$ cat config.mk
export PLATFORM = sky130hd
export DESIGN_NAME = byteEccAdapter
export DESIGN_NICKNAME = d
export VERILOG_FILES = /design/src/rtl/byteEccPkg.sv /design/src/rtl/byteEccDatapath.sv /design/src/rtl/byteEccCtrl.sv /design/src/rtl/byteEccAdapter.sv
export SDC_FILE = /design/constraint.sdc
export NUM_CORES = 1
export LEC_CHECK = 0
export BUFFER_PORTS_ARGS = -buffer_cell sky130_fd_sc_hd__clkbuf_2
export CORE_ASPECT_RATIO = 0.9
export CORE_MARGIN = 5
export CORE_UTILIZATION = 30
export DETAILED_ROUTE_END_ITERATION = 12
export HOLD_SLACK_MARGIN = 0.08
export PLACE_DENSITY = 0.59
export SETUP_SLACK_MARGIN = 0.02
export SYNTH_ARGS = -nofsm -noshare
export SYNTH_HDL_FRONTEND = slang
export SYNTH_SLANG_ARGS = --single-unit
export TNS_END_PERCENT = 20
$ cat constraint.sdc
create_clock -name clk -period 4.9 [get_ports clk]
set_clock_uncertainty 0.05 [all_clocks]
set_input_delay 0.49 -clock clk [delete_from_list [all_inputs] [get_ports clk]]
set_output_delay 0.49 -clock clk [all_outputs]
set_load 0.005 [all_outputs]
$ cat src/rtl/byteEccPkg.sv
package byteEccPkg;
  localparam int DW        = 32;
  localparam int CW        = 7;
  localparam int LANES     = DW / 8;
  localparam int LANE_BITS = $clog2(LANES);
  localparam int SEQ_W     = LANE_BITS + 1;

  typedef enum logic [2:0] {
    S_IDLE, S_READ, S_EVAL, S_MERGE, S_WRITE, S_DONE
  } seqState_e;

  // Strobes from the sequencer to the datapath
  typedef struct packed {
    logic             start;
    logic             capture;
    logic             evalDone;
    logic             merge;
    logic [SEQ_W-1:0] lane;
  } dpStrobe_t;

  // Odd-weight (three ones) columns in ascending order, one per data bit
  function automatic logic [DW-1:0][CW-1:0] buildColumns();
    logic [DW-1:0][CW-1:0] cols;
    int k;
    cols = '0;
    k = 0;
    for (int v = 1; v < (1 << CW); v++) begin
      if ($countones(CW'(v)) == 3 && k < DW) begin
        cols[k] = CW'(v);
        k++;
      end
    end
    return cols;
  endfunction

  localparam logic [DW-1:0][CW-1:0] H_COLS = buildColumns();

  function automatic logic [CW-1:0] encodeWord(input logic [DW-1:0] d);
    logic [CW-1:0] p;
    p = '0;
    for (int i = 0; i < DW; i++) begin
      if (d[i]) p ^= H_COLS[i];
    end
    return p;
  endfunction
endpackage

$ cat src/rtl/byteEccDatapath.sv
module byteEccDatapath
  import byteEccPkg::*;
#(
  parameter int MEM_BYTES = 2048,
  parameter int CNT_W     = 4,
  localparam int ADDR_W   = $clog2(MEM_BYTES),
  localparam int WA_W     = ADDR_W - LANE_BITS
) (
  input  logic              clk,
  input  logic              rst,
  input  dpStrobe_t         st,
  input  logic [WA_W-1:0]   cpuAddr,
  input  logic [LANES-1:0]  cpuBe,
  input  logic [DW-1:0]     cpuWdata,
  input  logic [7:0]        memRdata,
  input  logic              cfgPack3,
  input  logic              cfgWrBypass,
  input  logic              cfgRdBypass,
  input  logic              tcbLoad,
  input  logic [CW-1:0]     tcbIn,
  input  logic              chkActive,
  input  logic              protOn,
  output logic [ADDR_W-1:0] memAddr,
  output logic [7:0]        memWdata,
  output logic [DW-1:0]     cpuRdata,
  output logic              synCorr,
  output logic              synBad,
  output logic [LANES-1:0]  beOut,
  output logic [CW-1:0]     tcbOut,
  output logic [CNT_W-1:0]  corrCount
);
  localparam int BASE4 = (MEM_BYTES * 4) / 5;
  localparam int BASE3 = (MEM_BYTES * 3) / 4;
  localparam logic [CNT_W-1:0] CNT_MAX = '1;

  logic [WA_W-1:0]  addrQ;
  logic [LANES-1:0] beQ;
  logic [DW-1:0]    wdQ, bufQ, rdataQ;
  logic [CW-1:0]    chkQ, tcbQ;
  logic [CNT_W-1:0] cntQ;

  logic [CW-1:0]    encNow, syn;
  logic [DW-1:0]    hit, fixData, outData, merged;
  logic [ADDR_W-1:0] chkBase;
  logic             isChkLane;

  always_comb begin
    encNow = encodeWord(bufQ);
    syn    = encNow ^ chkQ;
    for (int j = 0; j < DW; j++) hit[j] = (syn == H_COLS[j]);
    fixData = bufQ ^ hit;
    synCorr = (^syn) & ((|hit) | ($countones(syn) == 1));
    synBad  = (syn != '0) & ~synCorr;
    outData = chkActive ? fixData : bufQ;
  end

  for (genvar g = 0; g < LANES; g++) begin : gMerge
    assign merged[g*8 +: 8] = beQ[g] ? wdQ[g*8 +: 8] : outData[g*8 +: 8];
  end

  assign isChkLane = (st.lane == SEQ_W'(LANES));
  assign chkBase   = cfgPack3 ? ADDR_W'(BASE3) : ADDR_W'(BASE4);
  assign memAddr   = isChkLane ? chkBase + ADDR_W'(addrQ) : {addrQ, st.lane[LANE_BITS-1:0]};
  assign memWdata  = isChkLane ? {{(8-CW){1'b0}}, (cfgWrBypass ? tcbQ : encNow)}
                               : bufQ[st.lane[LANE_BITS-1:0]*8 +: 8];

  always_ff @(posedge clk) begin
    if (rst) begin
      addrQ <= '0; beQ <= '0; wdQ <= '0; bufQ <= '0;
      chkQ <= '0; rdataQ <= '0; tcbQ <= '0; cntQ <= '0;
    end else begin
      if (st.start) begin
        addrQ <= cpuAddr;
        beQ   <= cpuBe;
        wdQ   <= cpuWdata;
      end
      if (st.capture) begin
        if (isChkLane) chkQ <= memRdata[CW-1:0];
        else bufQ[st.lane[LANE_BITS-1:0]*8 +: 8] <= memRdata;
      end
      if (st.merge) bufQ <= merged;
      if (st.evalDone) begin
        rdataQ <= outData;
        if (chkActive && synCorr && cntQ != CNT_MAX) cntQ <= cntQ + 1'b1;
      end
      if (st.evalDone && cfgRdBypass && protOn) tcbQ <= chkQ;
      else if (tcbLoad) tcbQ <= tcbIn;
    end
  end

  assign cpuRdata  = rdataQ;
  assign beOut     = beQ;
  assign tcbOut    = tcbQ;
  assign corrCount = cntQ;

  AST_CNT_SATURATES: assert property (@(posedge clk) disable iff (rst)
    corrCount == CNT_MAX |=> corrCount == CNT_MAX);
endmodule

$ cat src/rtl/byteEccCtrl.sv
module byteEccCtrl
  import byteEccPkg::*;
(
  input  logic             clk,
  input  logic             rst,
  input  logic             cpuReq,
  input  logic             cpuWe,
  input  logic [LANES-1:0] cpuBe,
  input  logic             cfgRmw,
  input  logic             protOn,
  input  logic             chkActive,
  input  logic             synCorr,
  input  logic             synBad,
  input  logic [LANES-1:0] beQ,
  input  logic             memRdy,
  output dpStrobe_t        st,
  output logic             memReq,
  output logic             memWe,
  output logic             cpuDone,
  output logic             cpuCorr,
  output logic             cpuErr
);
  localparam logic [SEQ_W-1:0] CHK_LANE = SEQ_W'(LANES);

  seqState_e        state;
  logic [SEQ_W-1:0] lane;
  logic             fullQ, rmwQ, errQ, corrQ;
  logic             lastRd, wrUse, rmwStart;

  assign lastRd   = (lane == CHK_LANE) || (lane == CHK_LANE - 1'b1 && !protOn);
  assign wrUse    = (lane == CHK_LANE) ? (protOn && (fullQ || rmwQ))
                                       : (fullQ || rmwQ || beQ[lane[LANE_BITS-1:0]]);
  assign rmwStart = cpuWe && !(&cpuBe) && cfgRmw && protOn;

  always_comb begin
    st      = '0;
    st.lane = lane;
    memReq  = 1'b0;
    memWe   = 1'b0;
    unique case (state)
      S_IDLE:  st.start = cpuReq;
      S_READ:  begin memReq = 1'b1; st.capture = memRdy; end
      S_EVAL:  st.evalDone = 1'b1;
      S_MERGE: st.merge = 1'b1;
      S_WRITE: begin memReq = wrUse; memWe = wrUse; end
      default: ;
    endcase
  end

  always_ff @(posedge clk) begin
    if (rst) begin
      state <= S_IDLE; lane <= '0;
      fullQ <= 1'b0; rmwQ <= 1'b0; errQ <= 1'b0; corrQ <= 1'b0;
    end else begin
      unique case (state)
        S_IDLE: if (cpuReq) begin
          fullQ <= &cpuBe;
          rmwQ  <= rmwStart;
          errQ  <= 1'b0;
          corrQ <= 1'b0;
          lane  <= '0;
          state <= (!cpuWe || rmwStart) ? S_READ : S_MERGE;
        end
        S_READ: if (memRdy) begin
          if (lastRd) state <= S_EVAL;
          else lane <= lane + 1'b1;
        end
        S_EVAL: begin
          errQ  <= chkActive && synBad;
          corrQ <= chkActive && synCorr;
          state <= (rmwQ && !(chkActive && synBad)) ? S_MERGE : S_DONE;
        end
        S_MERGE: begin lane <= '0; state <= S_WRITE; end
        S_WRITE: if (!wrUse || memRdy) begin
          if (lane == CHK_LANE) state <= S_DONE;
          else lane <= lane + 1'b1;
        end
        default: state <= S_IDLE;
      endcase
    end
  end

  assign cpuDone = (state == S_DONE);
  assign cpuCorr = cpuDone && corrQ;
  assign cpuErr  = cpuDone && errQ;

  AST_REQ_HELD: assert property (@(posedge clk) disable iff (rst)
    memReq && !memRdy |=> memReq && $stable(lane) && $stable(memWe));
  AST_DONE_PULSE: assert property (@(posedge clk) disable iff (rst)
    cpuDone |=> !cpuDone);
  AST_ERR_CORR_EXCL: assert property (@(posedge clk) disable iff (rst)
    cpuDone |-> !(cpuErr && cpuCorr));
  AST_NO_CHECK_LANE: assert property (@(posedge clk) disable iff (rst)
    memReq && !protOn |-> lane != CHK_LANE);
endmodule

$ cat src/rtl/byteEccAdapter.sv
module byteEccAdapter
  import byteEccPkg::*;
#(
  parameter int MEM_BYTES = 2048,
  parameter int CNT_W     = 4,
  localparam int ADDR_W   = $clog2(MEM_BYTES),
  localparam int WA_W     = ADDR_W - LANE_BITS
) (
  input  logic              clk,
  input  logic              rst,
  input  logic [2:0]        strapPins,
  input  logic              cfgPack3,
  input  logic              cfgChkEn,
  input  logic              cfgRmw,
  input  logic              cfgWrBypass,
  input  logic              cfgRdBypass,
  input  logic              tcbLoad,
  input  logic [CW-1:0]     tcbIn,
  output logic [CW-1:0]     tcbOut,
  output logic [CNT_W-1:0]  corrCount,
  output logic              strapWide,
  output logic              strapBad,
  input  logic              cpuReq,
  input  logic              cpuWe,
  input  logic [WA_W-1:0]   cpuAddr,
  input  logic [LANES-1:0]  cpuBe,
  input  logic [DW-1:0]     cpuWdata,
  output logic              cpuDone,
  output logic [DW-1:0]     cpuRdata,
  output logic              cpuCorr,
  output logic              cpuErr,
  output logic              memReq,
  output logic              memWe,
  output logic [ADDR_W-1:0] memAddr,
  output logic [7:0]        memWdata,
  input  logic [7:0]        memRdata,
  input  logic              memRdy
);
  logic [2:0]       strapQ;
  logic             protOn, chkActive, synCorr, synBad;
  logic [LANES-1:0] beQ;
  dpStrobe_t        st;

  always_ff @(posedge clk) begin
    if (rst) strapQ <= strapPins;
  end

  assign strapWide = strapQ[1];
  assign strapBad  = strapQ[1] & strapQ[0];
  assign protOn    = strapQ[2] & ~strapBad;
  assign chkActive = protOn & cfgChkEn;

  byteEccCtrl uCtrl (
    .clk, .rst, .cpuReq, .cpuWe, .cpuBe, .cfgRmw, .protOn, .chkActive,
    .synCorr, .synBad, .beQ, .memRdy, .st, .memReq, .memWe,
    .cpuDone, .cpuCorr, .cpuErr
  );

  byteEccDatapath #(.MEM_BYTES(MEM_BYTES), .CNT_W(CNT_W)) uDp (
    .clk, .rst, .st, .cpuAddr, .cpuBe, .cpuWdata, .memRdata,
    .cfgPack3, .cfgWrBypass, .cfgRdBypass, .tcbLoad, .tcbIn,
    .chkActive, .protOn, .memAddr, .memWdata, .cpuRdata,
    .synCorr, .synBad, .beOut(beQ), .tcbOut, .corrCount
  );

  AST_ADDR_HELD: assert property (@(posedge clk) disable iff (rst)
    memReq && !memRdy |=> $stable(memAddr));
endmodule

==> flow_results.org <==
** Synth
- After synthesis, the mean cell area works out to 8.44 um2.
- Share of cell area taken by muxes after synthesis :: 0.0526
- By area the synthesized netlist is led by sky130_fd_sc_hd__dfxtp_1 (32%), sky130_fd_sc_hd__xnor2_1 (7.1%), sky130_fd_sc_hd__nand2_1 (7.1%).
- The most used flip-flop cell after synthesis is sky130_fd_sc_hd__dfxtp_1.
- Number of distinct library cell variants in the gate-level netlist after synthesis :: 75
- After synthesis, the share of flip-flops with an asynchronous set or reset is 0.
- The synthesized design contains 3 enable-type register cells.
- Post-synthesis share of cell area spent on and, or, nand and nor gates :: 0.207
- The share of the Yosys chip area taken by registers is 0.330.
- Share of the synthesized area in the top cell type :: 0.320
- Warnings, synthesis :: 0
- Of all cell types, the one taking the most synthesized area is sky130_fd_sc_hd__dfxtp_1.
- Combined area of all synthesized cells :: 0.00858 mm2
- The synthesized design contains 140 register bits.
- Share of the synthesized area in compound gates (AO/OA/AOI/OAI) :: 0.189
- Area share of fa/ha/maj cells after synthesis :: 0.0341
- After technology mapping, the gate count stands at 1016.
- Dominant combinational cell family by area after synthesis :: simple AND/OR/NAND/NOR gates
- Post-Syn Nets :: 1111
- Parity-gate share of the synthesized area counting xor and xnor cells :: 0.141

** Worst setup path
- In this run the worst path has a maximum fanout of 5.
- Endpoint kind of the worst setup timing path :: flip-flop
- The worst setup path is launched from a flip-flop.
- Data on the critical path is required at its endpoint by 5170 ps.
- For the worst setup path, the data arrival time is 4930 ps.
- Launch point of the worst path :: uDp.bufQ[0]
- Start-to-end type of the worst setup path :: flip-flop to flip-flop
- Worst reg2reg path startpoint :: uDp.bufQ[0]

** Final layout
- Final-layout fill cell count :: 2971
- Synthesis-to-layout area growth :: 19.3%
- Summing all non-filler instances in the final layout gives an area of 0.0102 mm2.
- Fraction of layout instances using a drive strength above 1 :: 0.219
- The number of antenna diodes in the final layout is 0.
- At the end of the flow the core is filled with cells to 0.365.
- At the end of the flow, the number of nets in the layout was 1225.

** Die
- 143 I/O pins were placed.
- After floorplanning, the core was sized to cover 0.0281 mm2.
- The die is 170 um tall.
- For this configuration, the core starts out at a cell density of 0.305.
- Measured along the x axis, the die boundary spans 188 um.
- Row generation in the floorplan step produced 58 rows.
- Total die area :: 0.0321 mm2

** Placed design
- Worst Setup Slack post-DPL :: 291 ps
- Post-DP HPWL :: 23.1 mm
- The congestion estimate from routability-driven global placement came to 0.991.
- After detailed placement, the total cell area comes to 0.00965 mm2.
- Buffers placed on the I/O ports in this run total 142.

** Worst hold path
- Hold Crit Start :: strapPins[1]
- Worst Hold Class :: input port to flip-flop

** Drt
- The first detailed-routing pass ran for 5 iterations.
- Drt via density :: 5.28
- Across all layers, the routed design uses 7942 vias.
- In the routed design, unresolved DRC markers number 0.
- Routed wirelength normalized by instance count :: 20.2 um
- In this run the remaining antenna-violating nets after routing total 0.
- DRT iter0 DRCs :: 497
- Total wire length :: 30.3 mm

** CTS
- TritonCTS clock tree :: done
- At the later pin of the worst-skew pair, clock insertion delay measures 430 ps.
- In this run, CTS created clock tree buffers numbering 17.
- Maximum count of clock buffers along a single path :: 2
- After clock tree synthesis, the clock-pin slew on the worst setup and hold paths is 60 ps.
- TritonCTS sink count :: 140
- Clock tree synthesis selected as its root buffer the cell sky130_fd_sc_hd__clkbuf_16.
- In this run the number of H-tree levels came out at 4.

** GRT
- Number of antenna violations at the first check in global routing :: 0
- After global routing the overflow that remains totals 0.
- For this run, the total global-route usage over all layers was measured as 0.185.
- Largest net degree at the start of global routing :: 101
- The first global-routing pass estimated 46.1 mm of wire.
- Number of global-route vias before repair :: 7746

** STA
- The number of hold violations in the final report is 0.
- Setup repair after global routing could not meet its margin everywhere.
- Max-Slew Margin vs Limit :: 0.249
- The max-slew violation total from the final report was 0.
- Setup total negative slack on the finished layout was measured at 0 ps.
- Transition time at the pin with the least slew margin :: 1130 ps
- Max Fclk :: 215 MHz
- Final worst-path setup slack :: 239 ps
- The worst path in the final design needs a cycle of 4660 ps, including I/O delays and setup.
- Final period util :: 0.951
- Setup violations remaining at the end of the flow were counted as 0.

** Run
- The tool flagged a number of max-cap violations equal to 0.

** Run status
- Run status :: finished, final reports clean
## cell usage in the layout (no fill, tap or decap), drive strengths merged, types with 10 or more instances in the layout
cell type	count
a311oi	27
o211ai	10
mux2i	23
inv	26
dfxtp	137
o21ai	27
nand3	18
a211oi	42
a2111o	19
nand2	166
ha	17
a21oi	67
xnor2	71
nor2	126
nor3	22
buf	27
xor2	19
xnor3	12
clkbuf	160
## worst max-delay path, cell delays in order (launching register included)
cell and delay, ps:
sky130_fd_sc_hd__dfxtp_1 440, sky130_fd_sc_hd__xnor3_1 450, sky130_fd_sc_hd__xnor2_1 390, sky130_fd_sc_hd__xnor3_2 550
sky130_fd_sc_hd__xnor3_2 250, sky130_fd_sc_hd__nand2_1 120, sky130_fd_sc_hd__inv_1 70, sky130_fd_sc_hd__fa_1 540
sky130_fd_sc_hd__inv_1 70, sky130_fd_sc_hd__fa_1 410, sky130_fd_sc_hd__inv_1 70, sky130_fd_sc_hd__o21ai_0 70
sky130_fd_sc_hd__nand3_1 80, sky130_fd_sc_hd__o211ai_1 180, sky130_fd_sc_hd__a211o_2 350, sky130_fd_sc_hd__and3_4 170
sky130_fd_sc_hd__mux2_4 290
## routing by layer
| layer | vias to the layer above | part of all wire | wire length [um] | GRT usage |
|---|---|---|---|---|
| met4 | 0 | 0.021 | 644 | 0.0542 |
| met2 | 327 | 0.42 | 12600 | 0.268 |
| met1 | 3767 | 0.47 | 14300 | 0.266 |
| met5 | - | 0 | 0 | 0 |
| li1 | 3810 | - | - | - |
| met3 | 38 | 0.090 | 2730 | 0.0539 |
## path summary, 6_finish.rpt
kind              depth (start not counted)  slack [ps]               end
setup / recovery                         16         240  uDp.corrCount[0]
hold / removal                            1         180         strapQ[1]
setup reg to reg                         16         240  uDp.corrCount[0]
hold reg to reg                           2         410       uDp.wdQ[18]
## stage by stage
stage,cells,hold slack (ps)
detailed placement,1471,401
floorplan,1016,381
global placement,1471,396
CTS,1503,171
global route,1503,170
finish,1503,181
## kinds of logic after synthesis
family,count (synthesis)
AND/OR/NAND/NOR,391
flip-flops,140
multiplexers,33
adder cells (fa/ha/maj),21
buffers and inverters,98
XOR/XNOR,107
AO/OA/AOI/OAI,226
## sequential cells by signal, summed over array words and instances, names as in the netlist
name and flops:
uDp.wdQ 32, uCtrl.state 3, uCtrl.fullQ 1, strapQ 3, uDp.chkQ 7, uDp.addrQ 9, uCtrl.lane 3, uDp.tcbOut 7
uDp.bufQ 32, uDp.beOut 4, uCtrl.corrQ 1, uCtrl.rmwQ 1, uCtrl.errQ 1, uDp.corrCount 4, uDp.cpuRdata 32
## area by class of cell
type / count / area, um2 / share of cell area
Inverter: 25 / 93.8 / 0.00917
Multi-Input combinational cell: 778 / 5370 / 0.524
Tap cell: 360 / 450 / 0.0440
Clock inverter: 13 / 141 / 0.0138
Clock buffer: 19 / 443 / 0.0433
Timing Repair Buffer: 168 / 908 / 0.0887
Sequential cell: 140 / 2830 / 0.277
## cell usage after synthesis, types with 6 or more instances
library cell / n
sky130_fd_sc_hd__a2111o_1: 19
sky130_fd_sc_hd__a211oi_1: 42
sky130_fd_sc_hd__a21oi_1: 67
sky130_fd_sc_hd__a22oi_1: 7
sky130_fd_sc_hd__a311oi_1: 22
sky130_fd_sc_hd__a31oi_1: 6
sky130_fd_sc_hd__and2_1: 7
sky130_fd_sc_hd__and3_1: 6
sky130_fd_sc_hd__clkbuf_1: 62
sky130_fd_sc_hd__dfxtp_1: 137
sky130_fd_sc_hd__ha_1: 17
sky130_fd_sc_hd__inv_1: 23
sky130_fd_sc_hd__mux2i_1: 23
sky130_fd_sc_hd__mux4_2: 8
sky130_fd_sc_hd__nand2_1: 162
sky130_fd_sc_hd__nand2b_1: 8
sky130_fd_sc_hd__nand3_1: 18
sky130_fd_sc_hd__nand4_1: 9
sky130_fd_sc_hd__nor2_1: 124
sky130_fd_sc_hd__nor2b_1: 6
sky130_fd_sc_hd__nor3_1: 12
sky130_fd_sc_hd__nor3_2: 10
sky130_fd_sc_hd__o211ai_1: 10
sky130_fd_sc_hd__o21ai_0: 27
sky130_fd_sc_hd__xnor2_1: 70
sky130_fd_sc_hd__xnor3_1: 7
sky130_fd_sc_hd__xor2_1: 19
## repair_timing
item,in CTS,in global routing
resized for setup,0,2
hold buffers,0,0
buffers inserted,0,0
endpoints found under the setup margin,0,1
Power is left out: the tool's default activity adds up to more than one toggle a clock period on the data nets, which glitch-free logic cannot reach.
